<file path="src/rtl/spi_dly_pkg.sv">
package spi_dly_pkg;

    typedef enum logic {ENG_IDLE, ENG_RUN} eng_state_e;

    // control register image; bit 0 is stop
    typedef struct packed {
        logic [1:0] dly_code;
        logic       flush_rx;
        logic       flush_tx;
        logic       rx_single;
        logic       late_cap;
        logic       stop;
    } ctrl_t;

    localparam logic [1:0] ADDR_CTRL = 2'd0;
    localparam logic [1:0] ADDR_CNT  = 2'd1;
    localparam logic [1:0] ADDR_STAT = 2'd2;

    function automatic logic [1:0] capture_delay(input logic late, input logic [1:0] code);
        if (!late || code == 2'b11) return 2'd0;
        return code;
    endfunction

endpackage

</file>
<file path="src/rtl/spi_dly_fifo.sv">
module spi_dly_fifo #(
    parameter int W     = 8,
    parameter int DEPTH = 4,
    localparam int AW = (DEPTH > 1) ? $clog2(DEPTH) : 1,
    localparam int CW = $clog2(DEPTH + 1)
) (
    input  logic          clk,
    input  logic          rst,
    input  logic          clr,
    input  logic          push,
    input  logic [W-1:0]  din,
    input  logic          pop,
    output logic [W-1:0]  dout,
    output logic [CW-1:0] count,
    output logic          full,
    output logic          empty
);
    logic [W-1:0]  mem [DEPTH];
    logic [AW-1:0] wp, rp;

    assign full  = (count == CW'(DEPTH));
    assign empty = (count == '0);
    assign dout  = mem[rp];

    logic do_push, do_pop;
    assign do_push = push && !full;
    assign do_pop  = pop && !empty;

    function automatic logic [AW-1:0] nxt(input logic [AW-1:0] p);
        return (p == AW'(DEPTH - 1)) ? '0 : p + 1'b1;
    endfunction

    always_ff @(posedge clk) begin
        if (rst || clr) begin
            wp    <= '0;
            rp    <= '0;
            count <= '0;
        end else begin
            if (do_push) begin
                mem[wp] <= din;
                wp      <= nxt(wp);
            end
            if (do_pop) rp <= nxt(rp);
            count <= count + CW'(do_push) - CW'(do_pop);
        end
    end


    flush_empties_chk: assert property (@(posedge clk) disable iff (rst)
        clr |=> count == '0);


    full_push_hold_chk: assert property (@(posedge clk) disable iff (rst)
        (full && push && !pop && !clr) |=> count == $past(count));

endmodule

</file>
<file path="src/rtl/spi_dly_engine.sv">
module spi_dly_engine
    import spi_dly_pkg::*;
#(
    parameter int DATA_W  = 8,
    parameter int CLK_DIV = 6
) (
    input  logic              clk,
    input  logic              rst,
    input  logic              start_ok,
    input  logic [DATA_W-1:0] tx_word,
    input  logic [1:0]        cap_dly,
    input  logic              sin,
    output logic              tx_take,
    output logic              sck,
    output logic              sout,
    output logic              cs_n,
    output logic              done,
    output logic [DATA_W-1:0] rx_word
);
    localparam int HALF = CLK_DIV / 2;
    localparam int DW   = (HALF > 1) ? $clog2(HALF) : 1;
    localparam int EW   = $clog2(2 * DATA_W + 1);
    localparam logic [EW-1:0] LAST_EDGE = EW'(2 * DATA_W - 1);

    eng_state_e        state;
    logic [DW-1:0]     div;
    logic [EW-1:0]     edges;
    logic [DATA_W-1:0] tx_sh, rx_sh;
    logic [1:0]        rise_q;
    logic              tick, rise_now, cap;

    assign tick     = (div == DW'(HALF - 1));
    assign rise_now = (state == ENG_RUN) && tick && !sck;
    assign tx_take  = (state == ENG_IDLE) && start_ok;
    assign sout     = tx_sh[DATA_W-1];
    assign rx_word  = rx_sh;

    always_comb begin
        case (cap_dly)
            2'd1:    cap = rise_q[0];
            2'd2:    cap = rise_q[1];
            default: cap = rise_now;
        endcase
    end

    always_ff @(posedge clk) begin
        if (rst) begin
            state  <= ENG_IDLE;
            sck    <= 1'b0;
            cs_n   <= 1'b1;
            div    <= '0;
            edges  <= '0;
            tx_sh  <= '0;
            rx_sh  <= '0;
            rise_q <= '0;
            done   <= 1'b0;
        end else begin
            done   <= 1'b0;
            rise_q <= {rise_q[0], rise_now};
            if (cap) rx_sh <= {rx_sh[DATA_W-2:0], sin};
            case (state)
                ENG_IDLE: if (start_ok) begin
                    tx_sh <= tx_word;
                    cs_n  <= 1'b0;
                    div   <= '0;
                    edges <= '0;
                    state <= ENG_RUN;
                end
                ENG_RUN: begin
                    if (tick) begin
                        div   <= '0;
                        sck   <= ~sck;
                        edges <= edges + 1'b1;
                        if (sck) begin
                            if (edges == LAST_EDGE) begin
                                cs_n  <= 1'b1;
                                done  <= 1'b1;
                                state <= ENG_IDLE;
                            end else begin
                                tx_sh <= tx_sh << 1;
                            end
                        end
                    end else begin
                        div <= div + 1'b1;
                    end
                end
                default: state <= ENG_IDLE;
            endcase
        end
    end


    sck_idle_low_chk: assert property (@(posedge clk) disable iff (rst)
        cs_n |-> !sck);


    sout_launch_chk: assert property (@(posedge clk) disable iff (rst)
        (!cs_n && !$fell(sck) && !$fell(cs_n)) |-> $stable(sout));


    idle_hold_chk: assert property (@(posedge clk) disable iff (rst)
        (state == ENG_IDLE && !start_ok) |=> cs_n);

endmodule

</file>
<file path="src/rtl/spi_dly_master.sv">
module spi_dly_master
    import spi_dly_pkg::*;
#(
    parameter int DATA_W  = 8,
    parameter int DEPTH   = 4,
    parameter int CLK_DIV = 6
) (
    input  logic              clk,
    input  logic              rst,
    input  logic              reg_wr,
    input  logic [1:0]        reg_addr,
    input  logic [15:0]       reg_wdata,
    output logic [15:0]       reg_rdata,
    input  logic              tx_push,
    input  logic [DATA_W-1:0] tx_data,
    output logic              tx_full,
    input  logic              rx_pop,
    output logic [DATA_W-1:0] rx_data,
    output logic              rx_valid,
    output logic              sck,
    output logic              sout,
    input  logic              sin,
    output logic              cs_n
);
    localparam int CW = $clog2(DEPTH + 1);

    ctrl_t             ctrl_q, ctrl_w;
    logic [15:0]       frame_cnt;
    logic              ovr;
    logic [DATA_W-1:0] hold_word;
    logic              hold_full;

    assign ctrl_w = ctrl_t'(reg_wdata[6:0]);

    logic wr_ctrl, wr_cnt, wr_stat, flush_tx, flush_rx;
    assign wr_ctrl  = reg_wr && reg_addr == ADDR_CTRL;
    assign wr_cnt   = reg_wr && reg_addr == ADDR_CNT && ctrl_q.stop;
    assign wr_stat  = reg_wr && reg_addr == ADDR_STAT;
    assign flush_tx = wr_ctrl && ctrl_w.flush_tx;
    assign flush_rx = wr_ctrl && ctrl_w.flush_rx;

    logic [DATA_W-1:0] txq_out, rxq_out, eng_rx;
    logic [CW-1:0]     txq_cnt, rxq_cnt;
    logic              txq_empty, rxq_full, rxq_empty;
    logic              eng_take, eng_done;

    spi_dly_fifo #(.W(DATA_W), .DEPTH(DEPTH)) u_txq (
        .clk(clk), .rst(rst), .clr(flush_tx),
        .push(tx_push), .din(tx_data), .pop(eng_take),
        .dout(txq_out), .count(txq_cnt), .full(tx_full), .empty(txq_empty));

    logic rxq_push, rxq_pop;
    assign rxq_push = eng_done && !ctrl_q.rx_single;
    assign rxq_pop  = rx_pop && !ctrl_q.rx_single;

    spi_dly_fifo #(.W(DATA_W), .DEPTH(DEPTH)) u_rxq (
        .clk(clk), .rst(rst), .clr(flush_rx),
        .push(rxq_push), .din(eng_rx), .pop(rxq_pop),
        .dout(rxq_out), .count(rxq_cnt), .full(rxq_full), .empty(rxq_empty));

    spi_dly_engine #(.DATA_W(DATA_W), .CLK_DIV(CLK_DIV)) u_eng (
        .clk(clk), .rst(rst),
        .start_ok(!ctrl_q.stop && !txq_empty),
        .tx_word(txq_out),
        .cap_dly(capture_delay(ctrl_q.late_cap, ctrl_q.dly_code)),
        .sin(sin), .tx_take(eng_take),
        .sck(sck), .sout(sout), .cs_n(cs_n),
        .done(eng_done), .rx_word(eng_rx));

    always_ff @(posedge clk) begin
        if (rst) begin
            ctrl_q    <= '{stop: 1'b1, default: '0};
            frame_cnt <= '0;
            ovr       <= 1'b0;
            hold_word <= '0;
            hold_full <= 1'b0;
        end else begin
            if (wr_ctrl) begin
                ctrl_q          <= ctrl_w;
                ctrl_q.flush_tx <= 1'b0;
                ctrl_q.flush_rx <= 1'b0;
            end
            if (wr_cnt) frame_cnt <= reg_wdata;
            else if (eng_done) frame_cnt <= frame_cnt + 1'b1;

            if (eng_done && ctrl_q.rx_single) begin
                hold_word <= eng_rx;
                hold_full <= 1'b1;
                if (hold_full && !rx_pop) ovr <= 1'b1;
            end else if ((rx_pop && ctrl_q.rx_single) || flush_rx) begin
                hold_full <= 1'b0;
            end
            if (wr_stat && reg_wdata[0]) ovr <= 1'b0;
        end
    end

    assign rx_valid = ctrl_q.rx_single ? hold_full : !rxq_empty;
    assign rx_data  = ctrl_q.rx_single ? hold_word : rxq_out;

    always_comb begin
        case (reg_addr)
            ADDR_CTRL: reg_rdata = {9'd0, ctrl_q};
            ADDR_CNT:  reg_rdata = frame_cnt;
            ADDR_STAT: reg_rdata = {4'd0, 4'(rxq_cnt), 4'(txq_cnt), 2'd0, !cs_n, ovr};
            default:   reg_rdata = '0;
        endcase
    end


    flush_bits_zero_chk: assert property (@(posedge clk) disable iff (rst)
        !ctrl_q.flush_tx && !ctrl_q.flush_rx);


    cnt_write_ignored_chk: assert property (@(posedge clk) disable iff (rst)
        (reg_wr && reg_addr == ADDR_CNT && !ctrl_q.stop && !eng_done)
        |=> frame_cnt == $past(frame_cnt));


    cnt_step_chk: assert property (@(posedge clk) disable iff (rst)
        (eng_done && !wr_cnt) |=> frame_cnt == $past(frame_cnt) + 16'd1);


    ovr_sticky_chk: assert property (@(posedge clk) disable iff (rst)
        (ovr && !(wr_stat && reg_wdata[0])) |=> ovr);


    rxq_no_drop_warn_chk: assert property (@(posedge clk) disable iff (rst)
        (rxq_full && rxq_push && !rxq_pop) |=> rxq_full);

endmodule

</file>
<file path="config.mk">
export PLATFORM = sky130hd
export DESIGN_NAME = spi_dly_master
export DESIGN_NICKNAME = d
export VERILOG_FILES = /design/src/rtl/spi_dly_pkg.sv /design/src/rtl/spi_dly_fifo.sv /design/src/rtl/spi_dly_engine.sv /design/src/rtl/spi_dly_master.sv
export SDC_FILE = /design/constraint.sdc
export NUM_CORES = 1
export LEC_CHECK = 0
export BUFFER_PORTS_ARGS = -buffer_cell sky130_fd_sc_hd__buf_4
export CAP_MARGIN = 0
export CORE_ASPECT_RATIO = 1.4
export CORE_MARGIN = 1.5
export CORE_UTILIZATION = 40
export CTS_CLUSTER_SIZE = 24
export DETAILED_ROUTE_END_ITERATION = 16
export HOLD_SLACK_MARGIN = 0.02
export PLACE_DENSITY = 0.61
export SETUP_SLACK_MARGIN = 0.2
export SYNTH_ARGS = -nofsm -noshare
export SYNTH_HDL_FRONTEND = slang
export SYNTH_SLANG_ARGS = --single-unit
</file>
<file path="constraint.sdc">
create_clock -name clk -period 3.45 [get_ports clk]
set_input_delay 0 -clock clk [delete_from_list [all_inputs] [get_ports clk]]
set_output_delay 0 -clock clk [all_outputs]
set_load 0.005 [all_outputs]
</file>
### Word level (Yosys, flattened, before mapping)

Memory sizes are Yosys's and may differ from the RTL's. A register that Yosys moved wholly into a read port is not among the register bits.
Index checks and enable logic that the tools add are counted.

* add/sub/neg operators: 11
* $mul: 0
* div/mod/pow operators: 0
* $lt $le $gt $ge: 0
* equal/unequal tests: 18
* shifts and indexed selects: 0
* muxes and demuxes: 47
* bitwise logic cells: 3
* reductions and logical operators: 46

Operator list (count)
* $pmux W16 S3: 1
* $mux W8: 5
* $mux W16: 2
* $mux W2: 12
* $logic_and A1 B1 Y1: 20
* $mux W1: 19
* $add A16 B1 Y16 const B: 1
* $eq A2 B2 Y1 const B: 8
* $pmux W8 S2: 1
* $add A2 B1 Y2 const B: 5
* $logic_not A1 Y1: 10
* $mux W5: 2
* $pmux W5 S2: 1
* $reduce_and A4 Y1: 2
* $add A3 B1 Y3: 2
* $eq A3 B3 Y1 const B: 2
* $logic_not A3 Y1: 2
* $ne A2 B2 Y1 const B: 3
* $pmux W1 S2: 3
* $reduce_and A2 Y1: 3
* $sub A3 B1 Y3: 2
* $add A5 B1 Y5 const B: 1
* $eq A5 B4 Y1 const B: 1
* $eq A2 B1 Y1 const B: 2
* other kinds (8): 15

* register bits: 74
* latch bits: 0
* RAM bits: 64
* ROM bits: 0
* input bits: 32
* output and inout port bits: 29
* word-level logic and storage cells: 150
* memories kept: 2

Memory list
* u_rxq.mem: words 4, width 8, rd ports 1, clocked after Yosys merged registers in 1, write ports 1, RTL line spi_dly_fifo.sv:18 `logic [W-1:0] mem [DEPTH];`
* u_txq.mem: words 4, width 8, rd ports 1, clocked after Yosys merged registers in 1, write ports 1, RTL line spi_dly_fifo.sv:18

### Longest topological paths before layout

* word-level depth: 7
* mapped depth: 10
* depth with buffers taken out: 10

### Modules after synthesis

Synthesis repeated with hierarchy kept, for this count alone.

* cells, all modules: 543
* area total of the unflattened synthesis: 6513.7 µm²

Modules (own cells, without submodules)
* spi_dly_master: times used 1, cells an instance 213, area each 1815.5 µm², sequential area each 620.6 µm²
* spi_dly_fifo at u_txq: times used 1, cells an instance 96, area each 1650.3 µm², sequential area each 1141.1 µm²
* spi_dly_fifo at u_rxq: times used 1, cells an instance 96, area each 1639.1 µm², sequential area each 1141.1 µm²
* spi_dly_engine: times used 1, cells an instance 138, area each 1408.9 µm², sequential area each 580.6 µm²

### Worst setup path before layout

No wires, ideal clock.

* path kind: register to register
* start point: register u_rxq.count[1]
* end point: register u_rxq.count[2]
* library setup time: 118 ps
* arrival: 2023 ps
* required time: 3332 ps
* setup slack: 1309 ps
* stages on the path, launching flop included: 11
* path buffers: 0
* period minus slack after synthesis: 2141 ps
* cell sequence: dfxtp_1 > nor3_1 > nor3_1 > ha_1 > inv_1 > ha_1 > inv_1 > fa_1 > xor2_1 > xnor2_1 > nor2_1

* elaborated cells between the ends (all ways): 8
* those cells by class: 2 x add/sub; 1 x eq/ne; 5 x reduce/logical

RTL lines
* start: declaration: RTL line spi_dly_fifo.sv:14 `output logic [CW-1:0] count,`
* start signal: assignment: RTL line spi_dly_fifo.sv:44 `count <= count + CW'(do_push) - CW'(do_pop);`
* $logic_not A3 Y1: RTL line spi_dly_fifo.sv:22 `assign empty = (count == '0);`
* $logic_not A1 Y1: RTL line spi_dly_fifo.sv:27 `assign do_pop = pop && !empty;`
* $logic_and A1 B1 Y1: RTL line spi_dly_fifo.sv:27
* via u_rxq.do_pop: RTL line spi_dly_fifo.sv:25 `logic do_push, do_pop;`
* $sub A3 B1 Y3: RTL line spi_dly_fifo.sv:44

The timed path passes the listed nets, and every way through them passes these cells.
A chain may end at the register's enable or synchronous reset.

### Worst setup path after layout

* start point: register ctrl_q[2] (netlist bit)
* end point: register u_rxq.count[2]

* elaborated cells between the ends (all ways): 7
* those cells by class: 2 x add/sub; 5 x reduce/logical

RTL lines
* start: declaration: RTL line spi_dly_master.sv:27 `ctrl_t ctrl_q, ctrl_w;`
* start signal: assignment: RTL line spi_dly_master.sv:79 `ctrl_q <= ctrl_w;`
* $logic_not A1 Y1: RTL line spi_dly_master.sv:54 `assign rxq_pop = rx_pop && !ctrl_q.rx_single;`
* $logic_and A1 B1 Y1: RTL line spi_dly_master.sv:54
* $logic_and A1 B1 Y1: RTL line spi_dly_fifo.sv:27
* via u_rxq.do_pop: RTL line spi_dly_fifo.sv:25
* $sub A3 B1 Y3: RTL line spi_dly_fifo.sv:44

The timed path passes the listed nets, and every way through them passes these cells.

==> results.txt <==
Dpl hpwl: 8670 um
Starting Density: 40.6%
Synth top area share: 30.6%
Register area share after synthesis: 55.5%
Power share of the combinational group: 12.9%
Synth area leaders: edfxtp_1, dfxtp_1, mux2i_1
Leading cell type in the layout, fill and taps excluded: dfxtp_1
Critical path launch point type: register
Row Count: 54
CTS tree: built
Worst EP required: 3760 ps
Die Height: 151 um
Slew headroom: 41.6%
I/O Pins: 61
Share of post-route cells with drive strength above 1: 22.1%
Syn avg cell area: 11.8 um^2
Global route overflow: 0
Net Switching: 1.10 mW
Number of synthesized register bits: 142
Clock Path Buffers: 2
Pre-CTS WS: 956 ps
Number of remaining DRC errors: 0
CP top delay family: adder cells
Worst Max-Slew Pin Slew: 874 ps
Port Buf Inserts: 60
GR peak layer: met2
Die width: 109 um
Met2 usage: 29.3%
WL per Instance: 15.9 um
Antenna Cells: 0
Cell area after synthesis: 6280 um^2
Worst r2r path cells: 9
Tightest Hold Check Type: input pin to register
Max incr delay on CP: 600 ps
FFs w/ async S/R, synth: 0%
Met1 Usage GRT: 20.4%
Register share of total power: 45.3%
R2R setup slack: 850 ps
Critical path class: register to register
Hold Path End: ctrl_q[1]$_SDFFE_PP0N_
Full die area: 16500 um^2
Clk sinks: 142
Vias in the first global route: 4288
Worst R2R End: u_rxq.count[2]$_SDFF_PP0_
Status: complete, no violations
Largest net degree at the start of global routing: 65
Pre-antenna DRT Iters: 5
Post-synth top area cell: edfxtp_1
Peak supply drop: 0.354 mV
HP Start: rst
Final hold slack: 110 ps
CP arrival: 2910 ps
Net count after synthesis: 585
Internal Power: 3.14 mW
Vias per inst: 5.17
Final Cycle Share: 75.4%
Initial antenna violation count: 0
DRT antenna net count: 0
Hold Path Depth: 2
GR Layer Usage met3: 4.39%
Setup ws final: 847 ps
Gpl congestion: 0.796
Final WL: 13100 um
Final Instance Area: 7720 um^2
Power Density: 549 nW/um^2
Mapped Cells: 533
Skew final: 6.83 ps
Gr usage total: 17.2%
Synth Flop Type: dfxtp_1
CTS clk-pin slew, worst paths: 60 ps
Area Growth Syn to Fin: 23.0%
Core area: 15500 um^2
Total number of vias: 4258
Max frequency: 384 MHz
# resized after CTS: 0
Final nets: 667
CP Buf/Inv Count: 2
EDFF count, synth: 64
CTS buffer count: 17
Final setup vio count: 0
Nature of the critical path endpoint: register
Sw Share: 26.0%
First-pass GRT wire length: 21400 um
Placed cell area: 6880 um^2
Pwr Total: 4.24 mW
R2R Path Start: ctrl_q[2]$_SDFFE_PP0N_
RSZ-0062 raised after global routing: false
Slowest CP cell: nor3_1
Root Driver: clkbuf_16
CTS H-Tree Depth: 4
Crit path time final: 2600 ps
TNS Setup: 0 ps
DR iter-0 viols: 229
Yosys warns: 0
Leakage power: 2.78 nW
Most frequent cells in the layout: dfxtp_1, nor2_1, edfxtp_1, buf_4
Number of max-cap violations: 0
Netlist cell types: 52
Clock power frac: 41.8%
Final Hold Violating Endpoints: 0
Crit-path cells: nor3_1 > ha_1 > inv_1 > ha_1 > inv_1 > fa_1 > xor2_1 > xnor2_1 > nor2_1
Fin. max-slew vios: 0
Clock Latency Late Sink: 430 ps
Maximum fanout along the worst path: 16
-- routing by layer --
layer  vias up  share of wire, %
met1      2056                43
met3        22               3.5
met4         0               1.8
met2        95                51
li1       2085                 -
met5         -                 0
-- state kept, by name (all words and copies together) (netlist names), 3 cells and up, named ones only --
name / count
u_txq.mem: 32
u_rxq.count: 3
u_eng.rx_word: 8
hold_word: 8
frame_cnt: 16
u_rxq.mem: 32
u_txq.count: 3
u_eng.edges: 5
ctrl_q: 5
u_eng.tx_sh: 8
-- Yosys cell counts (3+ instances only) --
master / instances
o21ai_1: 4
and3_1: 11
nor2b_1: 4
nor3_1: 7
ha_1: 18
dfxtp_1: 78
a22o_1: 4
nor3_2: 7
nand2b_1: 3
mux4_2: 9
inv_1: 15
o22ai_1: 9
edfxtp_1: 64
xnor2_1: 14
mux2_2: 8
buf_1: 3
nand2_1: 39
and2_1: 12
mux2i_1: 39
a21oi_1: 23
nor4_2: 4
a211oi_1: 13
nor3b_1: 4
a211oi_2: 11
nor2_1: 65
xor2_1: 5
nand4_1: 5
clkbuf_1: 12
buf_2: 12
-- logic make-up (layout without fill, tap and decap cells) --
logic type,count (synthesis),after routing,synth area share (%)
compound gates,79,79,9.49
xor+xnor,19,19,2.65
fa+ha+maj,20,20,4.22
buf+inv,43,138,2.81
flops,142,142,55.5
mux,56,56,10.9
simple gates,174,174,14.5
-- per-stage QoR --
| stage | utilization, % | cells |
|---|---|---|
| after CTS | 49.9 | 824 |
| final | 49.9 | 824 |
| after global routing | 49.9 | 824 |
| after detailed placement | 44.5 | 765 |
| after global placement | 44.5 | 765 |
| after floorplan | - | 533 |
-- worst max-delay path by stage --
stage	startpoint	endpoint	slack [ps]	depth (start not counted)
2_1_floorplan	u_rxq.count[1]$_SDFF_PP0_	u_rxq.count[2]$_SDFF_PP0_	1310	10
3_5_place_dp	ctrl_q[2]$_SDFFE_PP0N_	u_rxq.count[2]$_SDFF_PP0_	960	9
5_1_grt	ctrl_q[2]$_SDFFE_PP0N_	u_rxq.count[2]$_SDFF_PP0_	750	9
6_report	ctrl_q[2]$_SDFFE_PP0N_	u_rxq.count[2]$_SDFF_PP0_	850	9
4_1_cts	ctrl_q[2]$_SDFFE_PP0N_	u_rxq.count[2]$_SDFF_PP0_	850	9
3_3_place_gp	ctrl_q[2]$_SDFFE_PP0N_	u_rxq.count[2]$_SDFF_PP0_	1070	9
-- cell type report --
| type | instances | area (um^2) |
|---|---|---|
| fill | 1370 | 7750 |
| sequential | 142 | 3480 |
| multi-input combinational | 348 | 2620 |
| timing repair buffer | 90 | 743 |
| clock buffer | 19 | 443 |
| tap | 196 | 245 |
| clock inverter | 13 | 130 |
| inverter | 16 | 60.1 |
-- what timing repair did --
action                                 4_1_cts  5_1_grt
buffers inserted                             0        0
hold buffers                                27        0
endpoints found under the hold margin       60        0
-- power groups by stage --
stage	Sequential [mW]	Combinational, mW	Clock, mW
2_1_floorplan	1.92	0.377	0
3_3_place_gp	1.96	0.505	0
3_5_place_dp	1.96	0.522	0
4_1_cts	1.92	0.554	1.81
5_1_grt	1.94	0.609	1.87
6_report	1.92	0.548	1.77
No activity file was read; power rests on OpenSTA's default activity.
